===== config.mk =====
export PLATFORM = sky130hd
export DESIGN_NAME = split_resp_updater
export DESIGN_NICKNAME = d
export VERILOG_FILES = /design/src/rtl/sru_pkg.sv /design/src/rtl/sru_classify.sv /design/src/rtl/sru_advance.sv /design/src/rtl/sru_errcnt.sv /design/src/rtl/split_resp_updater.sv
export SDC_FILE = /design/constraint.sdc
export NUM_CORES = 1
export LEC_CHECK = 0
export BUFFER_PORTS_ARGS = -buffer_cell sky130_fd_sc_hd__clkbuf_2
export CORE_MARGIN = 2
export CORE_UTILIZATION = 48
export DETAILED_ROUTE_END_ITERATION = 12
export PLACE_DENSITY = 0.84
export SYNTH_ARGS = -nofsm -noshare
export SYNTH_HDL_FRONTEND = slang
export SYNTH_SLANG_ARGS = --single-unit

===== constraint.sdc =====
create_clock -name clk -period 4.41 [get_ports clk]
set_clock_uncertainty 0.2 [all_clocks]
set_input_delay 0.2205 -clock clk [delete_from_list [all_inputs] [get_ports clk]]
set_output_delay 0.2205 -clock clk [all_outputs]
set_load 0.005 [all_outputs]

===== src/rtl/sru_pkg.sv =====
package sru_pkg;
  localparam logic [1:0] PID_OUT   = 2'd0;
  localparam logic [1:0] PID_IN    = 2'd1;
  localparam logic [1:0] PID_SETUP = 2'd2;

  localparam logic [2:0] RSP_NAK   = 3'd0;
  localparam logic [2:0] RSP_STALL = 3'd1;
  localparam logic [2:0] RSP_DATA  = 3'd2;
  localparam logic [2:0] RSP_ACK   = 3'd3;
  localparam logic [2:0] RSP_XERR  = 3'd4;
endpackage


===== src/rtl/sru_classify.sv =====
module sru_classify
  import sru_pkg::*;
(
  input  logic       valid,
  input  logic [1:0] pid_code,
  input  logic [2:0] rsp_kind,
  input  logic       data_pid,
  input  logic       crc_ok,
  input  logic       toggle,
  output logic       ev_nak_plain,
  output logic       ev_nak_setup,
  output logic       ev_stall,
  output logic       ev_in_accept,
  output logic       ev_ack,
  output logic       ev_xerr
);
  logic dir_out, dir_in, dir_setup, dir_known;

  always_comb begin
    dir_out   = (pid_code == PID_OUT);
    dir_in    = (pid_code == PID_IN);
    dir_setup = (pid_code == PID_SETUP);
    dir_known = dir_out | dir_in | dir_setup;

    ev_nak_plain = valid && (rsp_kind == RSP_NAK) && (dir_out || dir_in);
    ev_nak_setup = valid && (rsp_kind == RSP_NAK) && dir_setup;
    ev_stall     = valid && (rsp_kind == RSP_STALL) && dir_known;
    ev_in_accept = valid && (rsp_kind == RSP_DATA) && dir_in &&
                   (data_pid == toggle) && crc_ok;
    ev_ack       = valid && (rsp_kind == RSP_ACK) && (dir_out || dir_setup);
    ev_xerr      = valid && (rsp_kind == RSP_XERR) && dir_known;
  end
endmodule


===== src/rtl/sru_advance.sv =====
module sru_advance #(
  parameter int BYTES_W = 15,
  parameter int OFF_W   = 12,
  parameter int MPL_W   = 11
) (
  input  logic               is_in,
  input  logic [MPL_W-1:0]   rsp_bytes,
  input  logic [MPL_W-1:0]   max_pkt,
  input  logic [BYTES_W-1:0] cur_bytes,
  input  logic [OFF_W-1:0]   cur_offset,
  output logic [BYTES_W-1:0] nxt_bytes,
  output logic [OFF_W-1:0]   nxt_offset,
  output logic               done
);
  function automatic logic [BYTES_W-1:0] lesser(input logic [BYTES_W-1:0] a,
                                                input logic [BYTES_W-1:0] b);
    return (a < b) ? a : b;
  endfunction

  logic [BYTES_W-1:0] pkt_ext, step;
  logic               short_pkt;

  always_comb begin
    pkt_ext    = is_in ? BYTES_W'(rsp_bytes) : BYTES_W'(max_pkt);
    step       = lesser(pkt_ext, cur_bytes);
    nxt_bytes  = cur_bytes - step;
    nxt_offset = cur_offset + OFF_W'(step);
    short_pkt  = is_in && (rsp_bytes < max_pkt);
    done       = (nxt_bytes == '0) || short_pkt;
  end
endmodule


===== src/rtl/sru_errcnt.sv =====
module sru_errcnt #(
  parameter int CERR_W = 2
) (
  input  logic [CERR_W-1:0] cur_cerr,
  output logic [CERR_W-1:0] nxt_cerr,
  output logic              exhausted
);
  always_comb begin
    nxt_cerr  = (cur_cerr == '0) ? '0 : cur_cerr - 1'b1;
    exhausted = (nxt_cerr == '0);
  end
endmodule


===== src/rtl/split_resp_updater.sv =====
module split_resp_updater #(
  parameter int BYTES_W = 15,
  parameter int OFF_W   = 12,
  parameter int MPL_W   = 11,
  parameter int CERR_W  = 2
) (
  input  logic               clk,
  input  logic               rst_n,
  input  logic               rsp_valid,
  input  logic [1:0]         pid_code,
  input  logic [2:0]         rsp_kind,
  input  logic               rsp_data_pid,
  input  logic               rsp_crc_ok,
  input  logic [MPL_W-1:0]   rsp_bytes,
  input  logic               cur_toggle,
  input  logic [CERR_W-1:0]  cur_cerr,
  input  logic [BYTES_W-1:0] cur_bytes,
  input  logic [OFF_W-1:0]   cur_offset,
  input  logic [MPL_W-1:0]   max_pkt,
  output logic               upd_valid,
  output logic               upd_toggle,
  output logic [CERR_W-1:0]  upd_cerr,
  output logic [BYTES_W-1:0] upd_bytes,
  output logic [OFF_W-1:0]   upd_offset,
  output logic               upd_halt,
  output logic               upd_xact_err,
  output logic               upd_retire,
  output logic               upd_advance,
  output logic               upd_hold
);
  import sru_pkg::*;

  logic ev_nak_plain, ev_nak_setup, ev_stall, ev_in_accept, ev_ack, ev_xerr;
  logic adv_event, err_event, adv_done, cnt_exhausted;
  logic [BYTES_W-1:0] adv_bytes;
  logic [OFF_W-1:0]   adv_offset;
  logic [CERR_W-1:0]  dec_cerr;

  sru_classify u_cls (
    .valid        (rsp_valid),
    .pid_code     (pid_code),
    .rsp_kind     (rsp_kind),
    .data_pid     (rsp_data_pid),
    .crc_ok       (rsp_crc_ok),
    .toggle       (cur_toggle),
    .ev_nak_plain (ev_nak_plain),
    .ev_nak_setup (ev_nak_setup),
    .ev_stall     (ev_stall),
    .ev_in_accept (ev_in_accept),
    .ev_ack       (ev_ack),
    .ev_xerr      (ev_xerr)
  );

  sru_advance #(.BYTES_W(BYTES_W), .OFF_W(OFF_W), .MPL_W(MPL_W)) u_adv (
    .is_in      (pid_code == PID_IN),
    .rsp_bytes  (rsp_bytes),
    .max_pkt    (max_pkt),
    .cur_bytes  (cur_bytes),
    .cur_offset (cur_offset),
    .nxt_bytes  (adv_bytes),
    .nxt_offset (adv_offset),
    .done       (adv_done)
  );

  sru_errcnt #(.CERR_W(CERR_W)) u_err (
    .cur_cerr  (cur_cerr),
    .nxt_cerr  (dec_cerr),
    .exhausted (cnt_exhausted)
  );

  assign adv_event = ev_in_accept | ev_ack;
  assign err_event = ev_nak_setup | ev_xerr;

  logic               n_toggle, n_halt, n_xerr, n_retire, n_advance, n_hold;
  logic [CERR_W-1:0]  n_cerr;
  logic [BYTES_W-1:0] n_bytes;
  logic [OFF_W-1:0]   n_offset;
  logic               unused_nak;

  always_comb begin
    n_toggle  = adv_event ? ~cur_toggle : cur_toggle;
    n_bytes   = adv_event ? adv_bytes : cur_bytes;
    n_offset  = adv_event ? adv_offset : cur_offset;
    n_cerr    = err_event ? dec_cerr : cur_cerr;
    n_xerr    = err_event;
    n_halt    = ev_stall | (err_event & cnt_exhausted);
    n_hold    = ev_xerr & ~cnt_exhausted;
    n_advance = adv_event & adv_done;
    n_retire  = ev_stall | n_advance;
    unused_nak = ev_nak_plain;
  end

  always_ff @(posedge clk) begin
    if (!rst_n) begin
      upd_valid    <= 1'b0;
      upd_toggle   <= 1'b0;
      upd_cerr     <= '0;
      upd_bytes    <= '0;
      upd_offset   <= '0;
      upd_halt     <= 1'b0;
      upd_xact_err <= 1'b0;
      upd_retire   <= 1'b0;
      upd_advance  <= 1'b0;
      upd_hold     <= 1'b0;
    end else begin
      upd_valid <= rsp_valid;
      if (rsp_valid) begin
        upd_toggle   <= n_toggle;
        upd_cerr     <= n_cerr;
        upd_bytes    <= n_bytes;
        upd_offset   <= n_offset;
        upd_halt     <= n_halt;
        upd_xact_err <= n_xerr;
        upd_retire   <= n_retire;
        upd_advance  <= n_advance;
        upd_hold     <= n_hold;
      end
    end
  end
endmodule


==> metrics.txt, run 1 <==
# TYPE chip_impl_metric gauge
chip_impl_metric{name="layout.nets",unit=""} 647
chip_impl_metric{name="arrival",unit="ns"} 4.13
chip_impl_metric{name="drt.antenna.violating_nets",unit=""} 0
chip_impl_metric{name="synth_fa_ha_area_share",unit="%"} 16.4
chip_impl_metric{name="worst-r2r-cell-count",unit=""} 3
chip_impl_metric{name="total_power",unit="mW"} 1.05
chip_impl_info{name="hold_start",value="cur_offset[8]"} 1
chip_impl_metric{name="timing.hold.worst_path_depth",unit=""} 3
chip_impl_metric{name="worst_slew_pin_slew",unit="ns"} 0.734
chip_impl_metric{name="power.sequential.fraction",unit="%"} 34.0
chip_impl_metric{name="post_drt_via_cell_ratio",unit=""} 5.60
chip_impl_metric{name="power.combinational.fraction",unit="%"} 42.7
chip_impl_metric{name="dpl_cell_area",unit="µm²"} 4140
chip_impl_metric{name="power_report.internal_total",unit="mW"} 0.677
chip_impl_info{name="synth_ff_type",value="dfxtp_1"} 1
chip_impl_metric{name="floorplan.die.width",unit="µm"} 88.6
chip_impl_info{name="worstReg2RegStart",value="upd_halt$_SDFFE_PN0P_"} 1
chip_impl_metric{name="slew_headroom",unit="%"} 49.8
chip_impl_metric{name="place_congestion",unit=""} 0.943
chip_impl_metric{name="initial_core_util",unit="%"} 50.1
chip_impl_metric{name="power.density",unit="nW/µm²"} 246
chip_impl_metric{name="clock_pin_slew_on_the_worst_setup_and_hold_paths",unit="ns"} 0.07
chip_impl_metric{name="detailedRoute.firstIterationViolations",unit=""} 128
chip_impl_metric{name="sw_frac_of_total",unit="%"} 35.5
chip_impl_metric{name="cts_setup_buffers",unit=""} 0
chip_impl_metric{name="slew_violations",unit=""} 0
chip_impl_metric{name="synth-async-reset-ratio",unit="%"} 0
chip_impl_metric{name="synth.ff_latch_count",unit=""} 36
chip_impl_metric{name="vdd_drop_max",unit="mV"} 0.164
chip_impl_metric{name="cap_violations",unit=""} 0
chip_impl_info{name="min_to",value="upd_offset[8]$_SDFFE_PN0P_"} 1
chip_impl_metric{name="max-clock-path-buffers",unit=""} 2
chip_impl_metric{name="grt_use_total",unit="%"} 25.1
chip_impl_metric{name="grt-ovfl-total",unit=""} 0
chip_impl_metric{name="cts_buffers",unit=""} 5
chip_impl_info{name="rsz0062_at_grt",value="true"} 1
chip_impl_metric{name="placeableCoreArea",unit="µm²"} 6870
chip_impl_info{name="tritoncts",value="done"} 1
chip_impl_info{name="timing.setup.critical_path_class",value="in2reg"} 1
chip_impl_metric{name="wl_per_cell",unit="µm"} 15.1
chip_impl_metric{name="latest_clock_arrival_within_the_worst_skew_pair",unit="ns"} 0.29
chip_impl_metric{name="wire_length_of_the_first_global_routing_pass",unit="mm"} 15.6
chip_impl_metric{name="finalCritPeriodShare",unit="%"} 94.7
chip_impl_metric{name="yosys.area_share.simple",unit="%"} 16.2
chip_impl_metric{name="fillers",unit=""} 624
chip_impl_info{name="min_path_type",value="in2reg"} 1
chip_impl_metric{name="die_h",unit="µm"} 88.6
chip_impl_metric{name="vias_after_detailed_routing",unit=""} 3575
chip_impl_metric{name="grt_pass1_vias",unit=""} 3500
chip_impl_info{name="critical_path.endpoint_type",value="flip-flop"} 1
chip_impl_metric{name="num_antenna_cells",unit=""} 0
chip_impl_metric{name="synthesized_area_fraction_occupied_by_ao_oa_aoi_and_oai_cells",unit="%"} 26.2
chip_impl_info{name="clock_tree.root_cell",value="clkbuf_8"} 1
chip_impl_metric{name="synthesis.instances",unit=""} 433
chip_impl_metric{name="yosys.area_share.xor_xnor",unit="%"} 5.60
chip_impl_metric{name="total_wire_length",unit="mm"} 9.63
chip_impl_metric{name="dr.pass1.iters",unit=""} 4
chip_impl_metric{name="timing.fmax",unit="MHz"} 239
chip_impl_metric{name="initial_antenna_violation_count",unit=""} 1
chip_impl_info{name="r2r_end",value="upd_halt$_SDFFE_PN0P_"} 1
chip_impl_info{name="synth_top_family_by_area",value="compound AO/OA/AOI/OAI gates"} 1
chip_impl_metric{name="post-route-min-period",unit="ns"} 4.18
chip_impl_metric{name="power_switching",unit="mW"} 0.373
chip_impl_metric{name="postLayoutCoreUtil",unit="%"} 62.1
chip_impl_metric{name="required_time_reported_for_the_critical_path_endpoint",unit="ns"} 4.37
chip_impl_metric{name="yosysWarningCount",unit=""} 0
chip_impl_metric{name="port_buffers",unit=""} 97
chip_impl_metric{name="maximum_number_of_pins_on_one_net_before_global_route_repair",unit=""} 61
chip_impl_metric{name="die_area",unit="µm²"} 7860
chip_impl_metric{name="synth-seq-area-share",unit="%"} 21.0
chip_impl_metric{name="htree_levels",unit=""} 2
chip_impl_metric{name="post_route_cells_drive_above_1_share",unit="%"} 27.1
chip_impl_metric{name="tritoncts_num_sinks",unit=""} 36
chip_impl_metric{name="synthesis.area_per_instance",unit="µm²"} 7.94
chip_impl_metric{name="drt_drc_violations_left",unit=""} 0
chip_impl_metric{name="std_cell_rows",unit=""} 30
chip_impl_metric{name="synth-edff-count",unit=""} 0
chip_impl_metric{name="num_io_pins",unit=""} 98
chip_impl_metric{name="path_max_fanout",unit=""} 23
chip_impl_metric{name="finalSetupViolCount",unit=""} 0
chip_impl_metric{name="detailed_place_hpwl",unit="mm"} 7.77
chip_impl_metric{name="yosysUniqueCellTypes",unit=""} 55
chip_impl_metric{name="report.final.hold_viol_count",unit=""} 0
chip_impl_metric{name="post_synth_instance_area",unit="µm²"} 3440
chip_impl_metric{name="power_frac_clock",unit="%"} 23.3
chip_impl_info{name="outcome",value="completed"} 1
chip_impl_metric{name="synth.area.mux_share",unit="%"} 9.10
chip_impl_metric{name="cellLeakagePower",unit="nW"} 2.05
chip_impl_metric{name="synth_nets",unit=""} 539
chip_impl_info{name="critical_path.startpoint_type",value="input port"} 1
chip_impl_metric{name="final_design_area_no_fill",unit="µm²"} 4270
chip_impl_metric{name="reg2reg_slack",unit="ns"} 3.41
chip_impl_metric{name="flow.area_growth_from_synthesis",unit="%"} 24.1
## kinds of logic (layout without fill, tap and decap cells)
logic type,after synthesis,in the layout
xor+xnor,22,22
fa+ha+maj,44,44
mux,30,30
buf+inv,49,158
simple gates,116,116
compound gates,136,136
flops,36,36
## final cells by class
cell class              instances  area, µm²  share of cell area (%)
multi-input cells             348       2540                    59.6
flip-flops and latches         36        721                    16.9
repair buffers                120        676                    15.8
well taps                      96        120                    2.82
inverters                      30        113                    2.64
clock buffers                   7       86.3                    2.02
clock inverters                 1       7.51                   0.176
## how the worst max path moves through the flow
stage	start	endpoint	slack (ns)
after floorplan	pid_code[0]	upd_offset[10]$_SDFFE_PN0P_	0.12
after global placement	pid_code[0]	upd_advance$_SDFFE_PN0P_	0.06
after detailed placement	pid_code[0]	upd_retire$_SDFFE_PN0P_	-0.12
after CTS	pid_code[0]	upd_retire$_SDFFE_PN0P_	0.19
after global routing	pid_code[0]	upd_advance$_SDFFE_PN0P_	-0.005
final	pid_code[0]	upd_advance$_SDFFE_PN0P_	0.23
## layout by cell type (no fill, tap or decap), types with 6 or more instances in the layout
master,netlist,routed
a211oi_1,18,17
nand2_1,30,30
inv_1,29,29
a21o_1,11,11
mux2_2,10,10
xor2_1,9,9
ha_1,42,42
a21oi_1,27,27
nor4_1,7,7
o21a_1,7,7
o211ai_1,7,7
clkbuf_2,0,97
nor2_1,42,42
xnor2_1,13,13
dfxtp_1,36,36
o21ai_0,38,35
mux2i_1,20,20
buf_4,0,20
clkbuf_8,0,6
## flip-flops by register name, summed over array words and instances, names as in the netlist
register and count:
upd_xact_err 1, upd_toggle 1, upd_hold 1, upd_valid 1
upd_offset 12, upd_retire 1, upd_advance 1, upd_halt 1
upd_cerr 2, upd_bytes 15
## what timing repair did
action	4_1_cts	5_1_grt
hold endpoints to repair	2	0
gates resized for setup	0	6
hold buffers	2	0
setup endpoints to repair	0	4
## metal layers
layer	track usage, %	vias up	share of wire [%]
li1	-	1801	-
met1	30.5	1636	43
met2	43.8	113	48
met3	4.94	23	6.5
met4	8.68	2	2.5
met5	0	-	0.14
## power by group through the flow
stage	Combinational [mW]	Sequential (mW)	Clock [mW]
2_1_floorplan	0.280	0.365	0
3_3_place_gp	0.420	0.363	0
3_5_place_dp	0.434	0.364	0
4_1_cts	0.440	0.357	0.251
5_1_grt	0.498	0.359	0.265
6_report	0.448	0.357	0.245
## cells in the mapped netlist, drive strengths merged, types with 3 or more instances
library cell   n  area [µm²]
a2111oi        3        26.3
nor3           6        35.0
nand4          3        18.8
clkbuf        13        48.8
a311oi         4        41.3
nand2         30         113
xor2           9        78.8
o211ai         7        52.6
nor4           7        43.8
o221ai         3        26.3
and2           3        18.8
or3            3        18.8
dfxtp         36         721
mux2i         20         200
buf            6        28.8
nor2          42         158
o2111ai        3        32.5
a21o          11        82.6
ha            42         526
mux2          10         113
xnor2         13         114
a211oi        19         148
nand2b         4        25.0
nand3          4        20.0
inv           29         109
o21ai         39         195
nor2b          4        32.5
a21oi         28         144
o21a           7        52.6
## metrics by stage
stage / setup WS [ns] / setup TNS [ns] / hold WS, ns / instances
after floorplan: 0.116 / 0 / 0.155 / 433
final: 0.233 / 0 / 0.0158 / 638
after global placement: 0.0646 / 0 / 0.251 / 628
after detailed placement: -0.124 / -0.348 / 0.261 / 628
after global routing: -0.00457 / -0.00457 / 0.0358 / 638
after CTS: 0.186 / 0 / 0.00914 / 638
## worst max-delay path, stage by stage
cell	delay, ns
clkbuf_2	0.11
nor2b_4	0.17
buf_12	0.16
nand2_1	0.06
o21ai_1	0.10
ha_1	0.29
a21o_1	0.18
a211oi_1	0.24
a21o_1	0.14
nand2_1	0.14
buf_4	0.20
mux2i_1	0.18
ha_1	0.31
o21a_1	0.20
o31a_1	0.12
or4_1	0.42
a311oi_2	0.27
xnor2_1	0.16
nor2_1	0.07
a41oi_1	0.26
o21ai_0	0.13
Power figures use the tool's default switching activity.
==> inputs of run 2 (changes only) <==
CORE_UTILIZATION = 27   (was 48)
PLACE_DENSITY = 0.55   (was 0.84)
SLEW_MARGIN = 5   (was not set)
==> run 2 against run 1 <==
Compared with the run above:
- first-iteration DRC count is 13% higher
- sequential share of layout area is 1.6 points lower
- register-to-register slack better by 0.02 ns
- setup slack worse by 0.056 ns
- clock power is 71% higher
- combinational power is 10% higher
- non-clock buffer count is 29 higher
- total power is 21% higher
- critical path type unchanged
- largest cell class unchanged
==> metrics.txt, run 2 (same netlist as run 1, synthesis figures left out) <==
# TYPE chip_impl_metric gauge
chip_impl_metric{name="die_area",unit="µm²"} 13700
chip_impl_info{name="crit_slowest_cell",value="a311oi_4"} 1
chip_impl_info{name="clock_tree.root_cell",value="clkbuf_16"} 1
chip_impl_metric{name="layout.nets",unit=""} 676
chip_impl_metric{name="max-clock-path-buffers",unit=""} 2
chip_impl_metric{name="wl_per_cell",unit="µm"} 14.8
chip_impl_metric{name="critPathMaxStageDelay",unit="ns"} 0.37
chip_impl_metric{name="flow.area_growth_from_synthesis",unit="%"} 36.7
chip_impl_metric{name="slew_headroom",unit="%"} 36.4
chip_impl_metric{name="tritoncts_num_sinks",unit=""} 36
chip_impl_info{name="outcome",value="completed"} 1
chip_impl_metric{name="num_antenna_cells",unit=""} 0
chip_impl_info{name="critPathTopFamily",value="compound AO/OA/AOI/OAI gates"} 1
chip_impl_metric{name="totalNegativeSetupSlack",unit="ns"} 0
chip_impl_metric{name="drt_drc_violations_left",unit=""} 0
chip_impl_metric{name="worst_slew_pin_slew",unit="ns"} 0.930
chip_impl_metric{name="largest_reg_flops",unit=""} 15
chip_impl_info{name="regMostFlops",value="upd_bytes"} 1
chip_impl_metric{name="vdd_drop_max",unit="mV"} 0.159
chip_impl_metric{name="detailed_place_hpwl",unit="mm"} 9.06
chip_impl_metric{name="std_cell_rows",unit=""} 41
chip_impl_metric{name="cap_violations",unit=""} 0
chip_impl_info{name="timing.critical_path.cells",value="clkbuf_2 -> nor2b_4 -> buf_12 -> buf_4 -> o21ai_0 -> ha_1 -> a211oi_1 -> o21ai_0 -> o211ai_1 -> nand2_2 -> mux2i_2 -> ha_2 -> fa_2 -> nor2b_1 -> o31a_1 -> buf_4 -> a311oi_4 -> o2111ai_1 -> nor4b_1 -> a41oi_1 -> o21ai_0"} 1
chip_impl_metric{name="grt_use_total",unit="%"} 15.8
chip_impl_metric{name="drt.antenna.violating_nets",unit=""} 0
chip_impl_metric{name="post_route_cells_drive_above_1_share",unit="%"} 32.2
chip_impl_info{name="hold_start",value="cur_offset[4]"} 1
chip_impl_metric{name="initial_antenna_violation_count",unit=""} 0
chip_impl_metric{name="worst-r2r-cell-count",unit=""} 3
chip_impl_metric{name="htree_levels",unit=""} 2
chip_impl_metric{name="die_h",unit="µm"} 117
chip_impl_metric{name="reg2reg_slack",unit="ns"} 3.43
chip_impl_metric{name="initial_core_util",unit="%"} 27.5
chip_impl_info{name="timing.setup.critical_path_class",value="in2reg"} 1
chip_impl_metric{name="finalSetupViolCount",unit=""} 0
chip_impl_metric{name="clock_pin_slew_on_the_worst_setup_and_hold_paths",unit="ns"} 0.06
chip_impl_metric{name="detailedRoute.firstIterationViolations",unit=""} 145
chip_impl_metric{name="arrival",unit="ns"} 4.24
chip_impl_metric{name="cts_buffers",unit=""} 5
chip_impl_info{name="min_path_type",value="in2reg"} 1
chip_impl_metric{name="post-route-min-period",unit="ns"} 4.23
chip_impl_metric{name="port_buffers",unit=""} 97
chip_impl_info{name="cpMostUsedCell",value="o21ai_0"} 1
chip_impl_metric{name="wire_length_of_the_first_global_routing_pass",unit="mm"} 17.1
chip_impl_metric{name="cellLeakagePower",unit="nW"} 2.24
chip_impl_info{name="min_to",value="upd_offset[4]$_SDFFE_PN0P_"} 1
chip_impl_info{name="mostFrequentLayoutCell",value="clkbuf_2"} 1
chip_impl_metric{name="total_wire_length",unit="mm"} 11.0
chip_impl_metric{name="path_max_fanout",unit=""} 13
chip_impl_metric{name="vias_after_detailed_routing",unit=""} 3601
chip_impl_metric{name="latest_clock_arrival_within_the_worst_skew_pair",unit="ns"} 0.28
chip_impl_metric{name="fin_worst_hold_slack",unit="ns"} 0.0153
chip_impl_metric{name="place_congestion",unit=""} 0.869
chip_impl_metric{name="finalCritPeriodShare",unit="%"} 96.0
chip_impl_metric{name="floorplan.die.width",unit="µm"} 117
chip_impl_info{name="critical_path.startpoint_type",value="input port"} 1
chip_impl_metric{name="power.density",unit="nW/µm²"} 271
chip_impl_metric{name="crit_buf_inv",unit=""} 4
chip_impl_info{name="final_cell_mix",value="clkbuf_2 (97), buf_4 (48), nor2_1 (42)"} 1
chip_impl_info{name="biggestRegsByFlops",value="upd_bytes: 15 flops, upd_offset: 12 flops, upd_cerr: 2 flops"} 1
chip_impl_metric{name="dr.pass1.iters",unit=""} 4
chip_impl_metric{name="maximum_number_of_pins_on_one_net_before_global_route_repair",unit=""} 60
chip_impl_metric{name="post_drt_via_cell_ratio",unit=""} 4.85
chip_impl_metric{name="placeableCoreArea",unit="µm²"} 12500
chip_impl_metric{name="required_time_reported_for_the_critical_path_endpoint",unit="ns"} 4.41
chip_impl_metric{name="grt-ovfl-total",unit=""} 0
chip_impl_info{name="worstReg2RegStart",value="upd_halt$_SDFFE_PN0P_"} 1
chip_impl_metric{name="grt_pass1_vias",unit=""} 3365
chip_impl_info{name="r2r_end",value="upd_halt$_SDFFE_PN0P_"} 1
chip_impl_info{name="critical_path.endpoint_type",value="flip-flop"} 1
chip_impl_metric{name="report.final.hold_viol_count",unit=""} 0
chip_impl_metric{name="timing.hold.worst_path_depth",unit=""} 3
chip_impl_info{name="tritoncts",value="done"} 1
chip_impl_metric{name="num_io_pins",unit=""} 98
chip_impl_metric{name="slew_violations",unit=""} 0
chip_impl_metric{name="timing.fmax",unit="MHz"} 236
chip_impl_metric{name="total_power",unit="mW"} 1.27
chip_impl_metric{name="postLayoutCoreUtil",unit="%"} 37.5
run 2: final cells by class:
type / instances / area [µm²]
repair buffers: 149 / 907
clock inverters: 3 / 46.3
multi-input cells: 348 / 2570
inverters: 30 / 113
well taps: 172 / 215
flip-flops and latches: 36 / 721
fillers: 1372 / 7820
clock buffers: 5 / 125
run 2: worst max-delay path by stage:
stage	cells past startpoint	endpoint	startpoint
after floorplan	21	upd_offset[10]$_SDFFE_PN0P_	pid_code[0]
after global placement	21	upd_retire$_SDFFE_PN0P_	pid_code[0]
after detailed placement	20	upd_advance$_SDFFE_PN0P_	pid_code[0]
after CTS	21	upd_bytes[14]$_SDFFE_PN0P_	pid_code[0]
after global routing	24	upd_bytes[10]$_SDFFE_PN0P_	pid_code[0]
final	21	upd_advance$_SDFFE_PN0P_	pid_code[0]
run 2: repair_timing:
action                                 in CTS  in global routing
hold buffers                                1                  0
setup buffers                               2                  9
setup endpoints to repair                   2                 10
endpoints found under the hold margin       1                  0
resized for setup                           1                 15
pin swaps                                   1                 10
run 2: stage by stage:
stage               worst slack (ns)  std cells  area, µm²
floorplan                      0.116        433       3440
global route                -0.00849        743       4700
detailed placement            -0.422        723       4370
CTS                          0.00183        734       4580
global placement              -0.300        723       4370
finish                         0.177        743       4700
run 2: worst min-delay path: stages:
cell and delay, ns:
clkbuf_2 0.11, nor2_1 0.05, nor2_1 0.08
run 2: where the power goes:
| group | switching, mW | internal (mW) |
|---|---|---|
| sequential | 0.0108 | 0.346 |
| clock | 0.150 | 0.269 |
| combinational | 0.257 | 0.238 |
| total | 0.418 | 0.853 |
run 2: metal layers:
layer | global-route usage, % | part of all wire (%) | vias to the layer above
met5 | 0 | 0 | -
met2 | 25.7 | 45 | 93
met1 | 22.5 | 49 | 1637
met4 | 3.22 | 1.2 | 0
li1 | - | - | 1862
met3 | 1.91 | 4.6 | 9
